--- src/rtl/bsw_pkg.sv ---
package bsw_pkg;
  localparam int NUM_BANKS   = 4;
  localparam int CS_PER_BANK = 8;
  localparam int SEL_W       = $clog2(CS_PER_BANK);
  localparam int BANK_W      = $clog2(NUM_BANKS);
  localparam int CS_TOTAL    = NUM_BANKS * CS_PER_BANK;
  localparam int PAIR_SIZE   = NUM_BANKS / 2;

  typedef enum logic {
    MODE_WIDE  = 1'b0,
    MODE_SPLIT = 1'b1
  } sw_mode_e;
endpackage

--- src/rtl/bsw_decode.sv ---
module bsw_decode
  import bsw_pkg::*;
(
  input  logic                mode,
  input  logic                ram_en_n,
  input  logic                rom_en_n,
  input  logic [SEL_W-1:0]    sel_a,
  input  logic [SEL_W-1:0]    sel_b,
  input  logic [BANK_W-1:0]   bank_sel,
  output logic [NUM_BANKS-1:0] conn,
  output logic [CS_TOTAL-1:0] cs_n
);
  sw_mode_e mode_e;
  assign mode_e = sw_mode_e'(mode);

  for (genvar k = 0; k < NUM_BANKS; k++) begin : g_bank
    logic             pick;
    logic [SEL_W-1:0] field;

    if (k < PAIR_SIZE) begin : g_lo
      always_comb begin
        if (mode_e == MODE_WIDE) begin
          pick  = !ram_en_n && (bank_sel == BANK_W'(k));
          field = sel_a;
        end else begin
          pick  = !rom_en_n && (bank_sel[0] == 1'(k % 2));
          field = sel_b;
        end
      end
    end else begin : g_hi
      always_comb begin
        if (mode_e == MODE_WIDE) begin
          pick  = !ram_en_n && (bank_sel == BANK_W'(k));
          field = sel_a;
        end else begin
          pick  = !ram_en_n && (bank_sel[1] == 1'(k % 2));
          field = sel_a;
        end
      end
    end

    assign conn[k] = pick;

    for (genvar j = 0; j < CS_PER_BANK; j++) begin : g_cs
      assign cs_n[k*CS_PER_BANK + j] = !(pick && (field == SEL_W'(j)));
    end
  end
endmodule

--- src/rtl/bsw_strobe_fan.sv ---
module bsw_strobe_fan #(
  parameter int COPIES = 4
) (
  input  logic              rd_in,
  input  logic              wr_in,
  output logic [COPIES-1:0] rd_out,
  output logic [COPIES-1:0] wr_out
);
  for (genvar i = 0; i < COPIES; i++) begin : g_copy
    assign rd_out[i] = rd_in;
    assign wr_out[i] = wr_in;
  end
endmodule

--- src/rtl/bsw_bank_hold.sv ---
module bsw_bank_hold #(
  parameter int DATA_W = 64
) (
  input  logic              clk,
  input  logic              rst,
  input  logic              load,
  input  logic [DATA_W-1:0] din,
  output logic [DATA_W-1:0] dout
);
  always_ff @(posedge clk) begin
    if (rst)       dout <= '0;
    else if (load) dout <= din;
  end
endmodule

--- src/rtl/bank_cs_switch.sv ---
module bank_cs_switch
  import bsw_pkg::*;
#(
  parameter int DATA_W = 64
) (
  input  logic                          clk,
  input  logic                          rst,
  input  logic                          mode,
  input  logic                          ram_en_n,
  input  logic                          rom_en_n,
  input  logic [SEL_W-1:0]              sel_a,
  input  logic [SEL_W-1:0]              sel_b,
  input  logic [BANK_W-1:0]             bank_sel,
  input  logic                          rd_in,
  input  logic                          wr_in,
  input  logic [DATA_W-1:0]             host_data,
  input  logic                          host_valid,
  output logic                          host_ready,
  output logic [NUM_BANKS-1:0]          bank_conn,
  output logic [CS_TOTAL-1:0]           cs_n,
  output logic [NUM_BANKS-1:0]          rd_out,
  output logic [NUM_BANKS-1:0]          wr_out,
  output logic                          conflict,
  output logic [NUM_BANKS*DATA_W-1:0]   bank_data
);
  logic accept;

  bsw_decode u_decode (
    .mode     (mode),
    .ram_en_n (ram_en_n),
    .rom_en_n (rom_en_n),
    .sel_a    (sel_a),
    .sel_b    (sel_b),
    .bank_sel (bank_sel),
    .conn     (bank_conn),
    .cs_n     (cs_n)
  );

  bsw_strobe_fan #(.COPIES(NUM_BANKS)) u_fan (
    .rd_in  (rd_in),
    .wr_in  (wr_in),
    .rd_out (rd_out),
    .wr_out (wr_out)
  );

  assign host_ready = |bank_conn;
  assign conflict   = ($countones(bank_conn) > 1);
  assign accept     = host_valid && host_ready;

  for (genvar k = 0; k < NUM_BANKS; k++) begin : g_hold
    bsw_bank_hold #(.DATA_W(DATA_W)) u_hold (
      .clk  (clk),
      .rst  (rst),
      .load (accept && bank_conn[k]),
      .din  (host_data),
      .dout (bank_data[k*DATA_W +: DATA_W])
    );
  end
endmodule

--- config.mk ---
export PLATFORM = sky130hd
export DESIGN_NAME = bank_cs_switch
export DESIGN_NICKNAME = d
export VERILOG_FILES = /design/src/rtl/bsw_pkg.sv /design/src/rtl/bsw_decode.sv /design/src/rtl/bsw_strobe_fan.sv /design/src/rtl/bsw_bank_hold.sv /design/src/rtl/bank_cs_switch.sv
export SDC_FILE = /design/constraint.sdc
export NUM_CORES = 1
export LEC_CHECK = 0
export BUFFER_PORTS_ARGS = -buffer_cell sky130_fd_sc_hd__buf_4
export CAP_MARGIN = 20
export CORE_AREA = 2 2 150 152
export CTS_CLUSTER_DIAMETER = 30
export CTS_CLUSTER_SIZE = 14
export DETAILED_ROUTE_END_ITERATION = 12
export DIE_AREA = 0 0 152 154
export GPL_ROUTABILITY_DRIVEN = 0
export PLACE_DENSITY = 0.77
export SYNTH_ARGS = -nofsm -noshare
export SYNTH_HDL_FRONTEND = slang
export SYNTH_SLANG_ARGS = --single-unit
--- constraint.sdc ---
create_clock -name clk -period 8.21 [get_ports clk]
set_clock_uncertainty 0.1 [all_clocks]
set_input_delay 1.642 -clock clk [delete_from_list [all_inputs] [get_ports clk]]
set_output_delay 1.642 -clock clk [all_outputs]
set_load 0.01 [all_outputs]
==> flow_summary.toml, run 1 <==
[power_and_ir_drop]
pwr-share-comb = 0.073
switching_power_mw = 0.802
seqPwrFrac = 0.362
leakagePower_nw = 6.47
ir_drop_uv = 146
clkPwrFrac = 0.565
p_sw_frac = 0.224
p_per_area_nw_per_um2 = 245
p_int_mw = 2.78

[timing]
rsz0062_at_grt = "no"
fin_crit_ps = 5630
fmaxAchievable_mhz = 178
period_share = 0.685
worstMarginPinSlew_ps = 1010
setup_viol = 0
holdWs_ps = 351
slew_headroom = 0.325
finalHoldViolations = 0
finalSetupTns_ps = 0
drv_slew = 0

[global_route]
grt_first_pass_wirelength_microns = 47900
antenna_found_initial = 0
track_usage = 0.249
first_global_vias = 9078
grt-ovfl-total = 0
grt_max_degree = 166

[drt]
viasPerCell = 5.01
dr.first_iter.drc_count = 442
drc = 0
wl_microns = 30300
via_count = 9006
firstDrtPassIters = 5
wl_per_cell_microns = 16.9
ant_nets = 0

[placement]
dp.cells = 1707
dpl-instance-area_sq_um = 12900
io_buffer_count = 371
hpwl_microns = 20500

[layout]
num_antenna_cells = 0
mostFrequentLayoutCells = "381 x buf_4, 277 x nand2_1, 256 x dfxtp_1, 194 x nand2b_1, 131 x mux2i_1"
reg_top3 = "g_hold.u_hold.dout x256"
layout.area.seq_sq_um = 5120
multi_input_area_sq_um = 4570
layout.cells.non_filler = 1797
fin_util = 0.675
largest_reg_flops = 256
n_fill_cell = 1739
final_common_cell = "buf_4"
drive_above_1_share = 0.310
syn_to_final_growth_pct = 43.9
final_cell_area_sq_um = 14600
nNetsFinal = 1561
largest_register = "g_hold.u_hold.dout"

[synthesis]
ys_warn_count = 0
syn-instance-count = 1141
synth_area_sq_um = 10200
yosysTopAreaCell = "dfxtp_1"
postSynthAreaPerCell_sq_um = 8.91
syn-num-nets = 1223
synth_seq_cells = 256
ys_seq_area_frac = 0.504
synth_area_leaders = "dfxtp_1 50%, mux2i_1 13%, nand2b_1 12%"
ys_types = 31
synth_top_area_frac = 0.504

[clock_tree]
clk_latency_ps = 520
htree_levels = 2
cts_num_sinks = 256
cts_resized = 0
clk_pin_slew_ps = 40
cts_tree = "yes"
clk_path_buf_depth = 3
cts-root-buf = "clkbuf_16"
post_cts_buffers = 0
numCtsBuffers = 50
cts_hold_buffers = 0

[floorplan]
core_area_sq_um = 21700
die_area_sq_um = 23400
die-height_microns = 154
rows = 54
initial_utilization = 0.469
num_io_pins = 382
die_w_microns = 152

[critical_path]
required_ps = 6470
crit_fanout = 16
critPathKind = "in -> out"
cp.arrival_ps = 3880
end_kind = "output port"
cp-start-kind = "input port"

[status]
status = "finished clean"

[flow_run]
drv_cap = 0

[worst_hold_path]
hold_class = "reg -> reg"
-- layer usage --
layer,vias to the layer above,GRT usage,share of wire
li1,4377,-,-
met1,4206,0.291,0.40
met2,355,0.433,0.50
met3,68,0.0617,0.067
met4,0,0.109,0.036
met5,-,0,0
-- cells in the mapped netlist (all sizes together) --
cell / instances
nand2b: 194
nand2: 277
nand4: 2
nor2b: 5
clkbuf: 69
a31oi: 1
nand4b: 1
and3: 1
nor3: 3
nand3: 9
o211ai: 2
o211a: 2
a21oi: 130
nor2: 15
mux2i: 131
buf: 27
and3b: 1
mux2: 2
ha: 1
or3b: 2
nor3b: 1
o31ai: 1
inv: 4
nand3b: 2
fa: 1
dfxtp: 256
o21a: 1
-- power by group through the flow --
stage | logic, mW | clock network (mW) | registers [mW]
2_1_floorplan | 0.123 | 0 | 1.33
3_3_place_gp | 0.258 | 0 | 1.32
4_1_cts | 0.262 | 2.04 | 1.30
3_5_place_dp | 0.261 | 0 | 1.32
5_1_grt | 0.282 | 2.11 | 1.30
6_report | 0.261 | 2.02 | 1.30
-- through the flow --
| step | power (mW) | setup slack [ps] |
|---|---|---|
| after floorplan | 1.45 | 3110 |
| after global placement | 1.57 | 2650 |
| after detailed placement | 1.58 | 2640 |
| after CTS | 3.60 | 2630 |
| after global routing | 3.69 | 2380 |
| final | 3.58 | 2580 |
-- worst paths after layout --
kind | slack [ps] | to | cells past startpoint | start
hold reg to reg | 350 | g_hold[0].u_hold.dout[54] | 2 | g_hold[0].u_hold.dout[54]
hold / removal | 350 | g_hold[0].u_hold.dout[54] | 2 | g_hold[0].u_hold.dout[54]
setup / recovery | 2580 | conflict | 8 | mode
setup reg to reg | 7440 | g_hold[1].u_hold.dout[46] | 2 | g_hold[1].u_hold.dout[46]
-- critical path: stages --
cell	delay (ps)
buf_4	190
nor2b_1	360
nor2_1	130
nor2_1	480
inv_1	160
fa_1	500
o31ai_1	260
buf_4	160
-- cell families after synthesis --
family | Yosys count | share of synthesized area
flops | 256 | 0.504
compound gates | 137 | 0.0695
mux | 133 | 0.131
fa+ha+maj | 2 | 0.00320
buf+inv | 100 | 0.0479
simple gates | 513 | 0.244
-- area by class of cell --
type	instances	share of cell area
clock inverter	24	0.0203
inverter	4	0.00103
sequential	256	0.350
clock buffer	66	0.0958
tap	280	0.0239
multi-input combinational	785	0.313
timing repair buffer	382	0.196
(Power assumes the default switching activity.)
==> run 2, diff against run 1 <==
Settings changed: ABC_AREA from default to 1, CORE_AREA 2 2 150 152 to default, CORE_MARGIN from default to 2, CORE_UTILIZATION from default to 50, DIE_AREA 0 0 152 154 to default, PLACE_DENSITY 0.77 to 0.8.
Clock period 8.21 ns to 5.8 ns, I/O delays scaled along.
==> run 2 against run 1 <==
Net effect: wire length grew 17%; synthesized area grew 9.1%; sequential power grew 44%; synthesized cell count grew 42%; non-clock buffer count shrank 1.
==> flow_summary.toml, run 2 <==
[synthesis]
synth-edff-count = 0
ys_warn_count = 0
yosysTopAreaCell = "dfxtp_1"
ys_types = 25
synth_area_sq_um = 11100
synth_seq_cells = 256
ys_seq_area_frac = 0.462
postSynthAreaPerCell_sq_um = 6.84
synth_top_area_frac = 0.462
synthFlopType = "dfxtp_1"
synthArstFlopShare = 0
synth.most_common_cell = "nand2_1"
synth_area_leaders = "dfxtp_1 46%, nand2_1 14%, inv_1 9.1%"
syn-instance-count = 1620
synth_common_cells = "404 x nand2_1, 269 x inv_1, 256 x dfxtp_1"
syn-num-nets = 1702

[timing]
setup_viol = 0
finalHoldViolations = 0
finalSetupTns_ps = 0
worstMarginPinSlew_ps = 938
holdWs_ps = 360
rsz0062_at_grt = "no"
slew_headroom = 0.375
fmaxAchievable_mhz = 235
drv_slew = 0
period_share = 0.735
fin_crit_ps = 4260

[drt]
wl_per_cell_microns = 15.8
drc = 0
via_count = 11500
viasPerCell = 5.11
firstDrtPassIters = 6
ant_nets = 0
wl_microns = 35600
dr.first_iter.drc_count = 678

[layout]
num_antenna_cells = 0
final_common_cell = "nand2_1"
largest_register = "g_hold.u_hold.dout"
mostFrequentLayoutCells = "404 x nand2_1, 379 x buf_4, 267 x inv_1, 256 x dfxtp_1, 198 x nor2_1"
n_fill_cell = 1714
layout.area.seq_sq_um = 5120
largest_reg_flops = 256
reg_top3 = "g_hold.u_hold.dout x256"
nNetsFinal = 2009
drive_above_1_share = 0.246
fin_util = 0.710
syn_to_final_growth_pct = 39.7
multi_input_area_sq_um = 4250

[global_route]
grt-ovfl-total = 0
grt_first_pass_wirelength_microns = 55400
grt_max_degree = 113
antenna_found_initial = 0
first_global_vias = 10700
track_usage = 0.287

[flow_run]
drv_cap = 0

[floorplan]
num_io_pins = 382
die_area_sq_um = 23400
rows = 54
die_w_microns = 153
initial_utilization = 0.508
core_area_sq_um = 21800
die-height_microns = 153

[clock_tree]
post_cts_buffers = 0
clk_latency_ps = 520
htree_levels = 2
cts_hold_buffers = 0
cts_num_sinks = 256
clk_path_buf_depth = 3
numCtsBuffers = 51
cts_tree = "yes"
cts-root-buf = "clkbuf_16"
cts_resized = 0
clk_pin_slew_ps = 40

[placement]
io_buffer_count = 371
hpwl_microns = 22100

[critical_path]
end_kind = "output port"
cp.arrival_ps = 3000
cp_cell_sequence = "buf_4, o21ai_0, nor2_1, inv_1, fa_1, o21ai_0, buf_4"
cp-start-kind = "input port"
required_ps = 4540
slowest_stage = "nor2_1"
max_stage_delay_ps = 580
crit_fanout = 11
crit_family = "simple AND/OR/NAND/NOR gates"
critPathKind = "in -> out"
crit_buf_inv = 3

[power_and_ir_drop]
leakagePower_nw = 7.70
p_per_area_nw_per_um2 = 360
ir_drop_uv = 324

[worst_hold_path]
hold_class = "reg -> reg"

[status]
status = "finished clean"
## run 2: cell families (layout without fill, tap and decap cells)
family / count (synthesis) / in the layout / share of synthesized area
AND/OR/NAND/NOR: 827 / 827 / 0.315
buffers and inverters: 397 / 744 / 0.157
flip-flops: 256 / 256 / 0.462
AO/OA/AOI/OAI: 138 / 138 / 0.0634
adder cells (fa/ha/maj): 2 / 2 / 0.00293
## run 2: worst min-delay path: stages (launching register included)
cell	delay [ps]
dfxtp_1	300
nand2_1	60
a21oi_1	50
## run 2: power breakdown
| part | total (mW) | switching, mW | internal (mW) |
|---|---|---|---|
| registers | 1.87 | 0.0393 | 1.83 |
| logic | 0.562 | 0.350 | 0.212 |
| clock network | 3.15 | 0.963 | 2.18 |
## run 2: final timing paths
| path | slack, ps | end | start | depth (start not counted) |
|---|---|---|---|---|
| max | 1540 | conflict | mode | 7 |
| min | 360 | g_hold[1].u_hold.dout[3] | g_hold[1].u_hold.dout[3] | 2 |
| max reg2reg | 4960 | g_hold[2].u_hold.dout[58] | g_hold[2].u_hold.dout[58] | 4 |
| min reg2reg | 360 | g_hold[1].u_hold.dout[3] | g_hold[1].u_hold.dout[3] | 2 |
## run 2: layout make-up
cell class | instances | area share
sequential | 256 | 0.331
multi-input combinational | 967 | 0.275
timing repair buffer | 381 | 0.186
clock buffer | 63 | 0.0919
inverter | 270 | 0.0656
clock inverter | 30 | 0.0286
tap | 280 | 0.0226
## run 2: metrics by stage
step	cell area [sq um]	power [mW]	setup WS, ps	cells
after detailed placement	13600	2.46	1520	2154
after floorplan	11100	2.22	1770	1620
after CTS	15500	5.61	1540	2247
after global placement	13600	2.45	1630	2154
final	15500	5.58	1540	2247
after global routing	15500	5.76	1390	2247
## run 2: metal layers
metal | global-route usage | vias to the layer above | share of wire
met2 | 0.478 | 561 | 0.47
met1 | 0.341 | 5249 | 0.39
met5 | 0 | - | 0
met4 | 0.133 | 0 | 0.041
met3 | 0.0842 | 103 | 0.098
li1 | - | 5570 | -
==> run 3, diff against run 2 <==
Settings changed: ABC_AREA 1 to 0, CORE_UTILIZATION 50 to 44, PLACE_DENSITY 0.8 to 0.76.
Clock period 5.8 ns to 3.4 ns, I/O delays scaled along.
==> run 3 against run 2 <==
Net effect: largest power group unchanged; die area is 4.1% higher; sequential power is 67% higher; critical path type unchanged; wire length is 15% lower; combinational power is 14% higher; non-clock buffer count is 9 higher; worst setup slack worse by 1300 ps; sequential cell count stayed put; clock power is 75% higher; global-route usage is 4.8 points lower; first-iteration DRC count is 21% lower.
==> flow_summary.toml, run 3 (same netlist as run 1, synthesis figures left out) <==
[status]
status = "finished clean"

[clock_tree]
clk_path_buf_depth = 3
numCtsBuffers = 50
cts_num_sinks = 256
cts-root-buf = "clkbuf_16"
cts_tree = "yes"
cts_hold_buffers = 0
cts_resized = 0
post_cts_buffers = 0
clk_pin_slew_ps = 50
htree_levels = 2
clk_latency_ps = 530

[global_route]
grt_first_pass_wirelength_microns = 46700
first_global_vias = 8822
grt_max_degree = 89
track_usage = 0.239
grt-ovfl-total = 0
antenna_found_initial = 0

[worst_hold_path]
hold_class = "in -> reg"
holdPathStages = 3
hold_path_end = "g_hold[1].u_hold.dout[38]"
hp-start = "host_data[38]"

[timing]
fin_crit_ps = 3150
period_share = 0.927
drv_slew = 0
fmaxAchievable_mhz = 317
layout_setup_ws_ps = 249
setup_viol = 0
finalSetupTns_ps = 0
finalHoldViolations = 0
worstMarginPinSlew_ps = 643
holdWs_ps = 298
rsz0062_at_grt = "no"
slew_headroom = 0.571

[flow_run]
drv_cap = 0

[power_and_ir_drop]
ir_drop_uv = 535
p_per_area_nw_per_um2 = 619
leakagePower_nw = 6.64
finalPower_mw = 9.28

[drt]
via_count = 9099
dr.first_iter.drc_count = 533
viasPerCell = 5.02
wl_per_cell_microns = 16.7
ant_nets = 0
firstDrtPassIters = 5
wl_microns = 30300
drc = 0

[critical_path]
r2r_end = "g_hold[2].u_hold.dout[8]"
critPathKind = "in -> out"
required_ps = 2620
reg2reg_depth = 2
rrSetupSlack_ps = 2640
crit_fanout = 6
end_kind = "output port"
reg2reg_from = "g_hold[2].u_hold.dout[8]"
cp-start-kind = "input port"
cp.arrival_ps = 2370

[layout]
drive_above_1_share = 0.319
reg_top3 = "g_hold.u_hold.dout x256"
mostFrequentLayoutCells = "384 x buf_4, 277 x nand2_1, 256 x dfxtp_1, 194 x nand2b_1, 131 x mux2i_1"
largest_reg_flops = 256
nNetsFinal = 1569
layout.cells.non_filler = 1814
syn_to_final_growth_pct = 47.4
num_antenna_cells = 0
final_common_cell = "buf_4"
largest_register = "g_hold.u_hold.dout"

[floorplan]
core_area_sq_um = 22600
num_io_pins = 382
die_w_microns = 156
rows = 55
initial_utilization = 0.449
die_area_sq_um = 24300
die-height_microns = 156

[placement]
pre_cts_ws_ps = 222
io_buffer_count = 371
dp.cells = 1720
hpwl_microns = 20700
[run 3: cell types whose count changed in the layout (fill, tap and decap cells not counted), sizes merged, moves of 3 or more]
cell    change
nor3        -5
nor2b       +5
buf         +9
nand4      -62
or2         -3
o21ai       -7
nand2b    +194
inv       -264
clkbuf      -3
nor2      -184
nand3     -138
mux2i     +131
nand2     -129
[run 3: power breakdown]
| part | internal, mW | switching (mW) | leakage (nW) | total [mW] |
|---|---|---|---|---|
| Clock | 3.80 | 1.71 | 0.934 | 5.51 |
| Sequential | 3.08 | 0.0413 | 2.07 | 3.12 |
| Combinational | 0.296 | 0.345 | 3.64 | 0.641 |
[run 3: per-layer routing]
layer | track usage | vias to the layer above | share of wire
li1 | - | 4398 | -
met1 | 0.279 | 4273 | 0.40
met2 | 0.417 | 357 | 0.49
met3 | 0.0653 | 71 | 0.077
met4 | 0.0922 | 0 | 0.033
met5 | 0 | - | 0
[run 3: per-stage QoR]
| stage | util | area (sq um) |
|---|---|---|
| after floorplan | - | 10200 |
| after global placement | 0.577 | 13100 |
| after detailed placement | 0.577 | 13100 |
| after CTS | 0.662 | 15000 |
| after global routing | 0.662 | 15000 |
| final | 0.662 | 15000 |
[run 3: area by class of cell]
cell class                      count  area (sq um)
Clock inverter                     34           566
Fill cell                        1857          7650
Sequential cell                   256          5120
Clock buffer                       60          1360
Inverter                            4          15.0
Timing Repair Buffer              390          2990
Tap cell                          285           357
Multi-Input combinational cell    785          4570
[run 3: worst max-delay path by stage]
stage                startpoint  endpoint  slack, ps  cells past startpoint
floorplan           bank_sel[1]  conflict        220                      6
global placement    bank_sel[1]  conflict        300                      8
detailed placement         mode  conflict        220                      8
CTS                        mode  conflict        230                      8
global route               mode  conflict         80                      8
finish              bank_sel[1]  conflict        250                      8
[run 3: critical path, cell delays in order]
cell and delay, ps:
buf_4 120, nor3_2 340, nor2_1 130, nor2_1 140, inv_1 80, fa_1 470, o31ai_1 240, buf_4 160
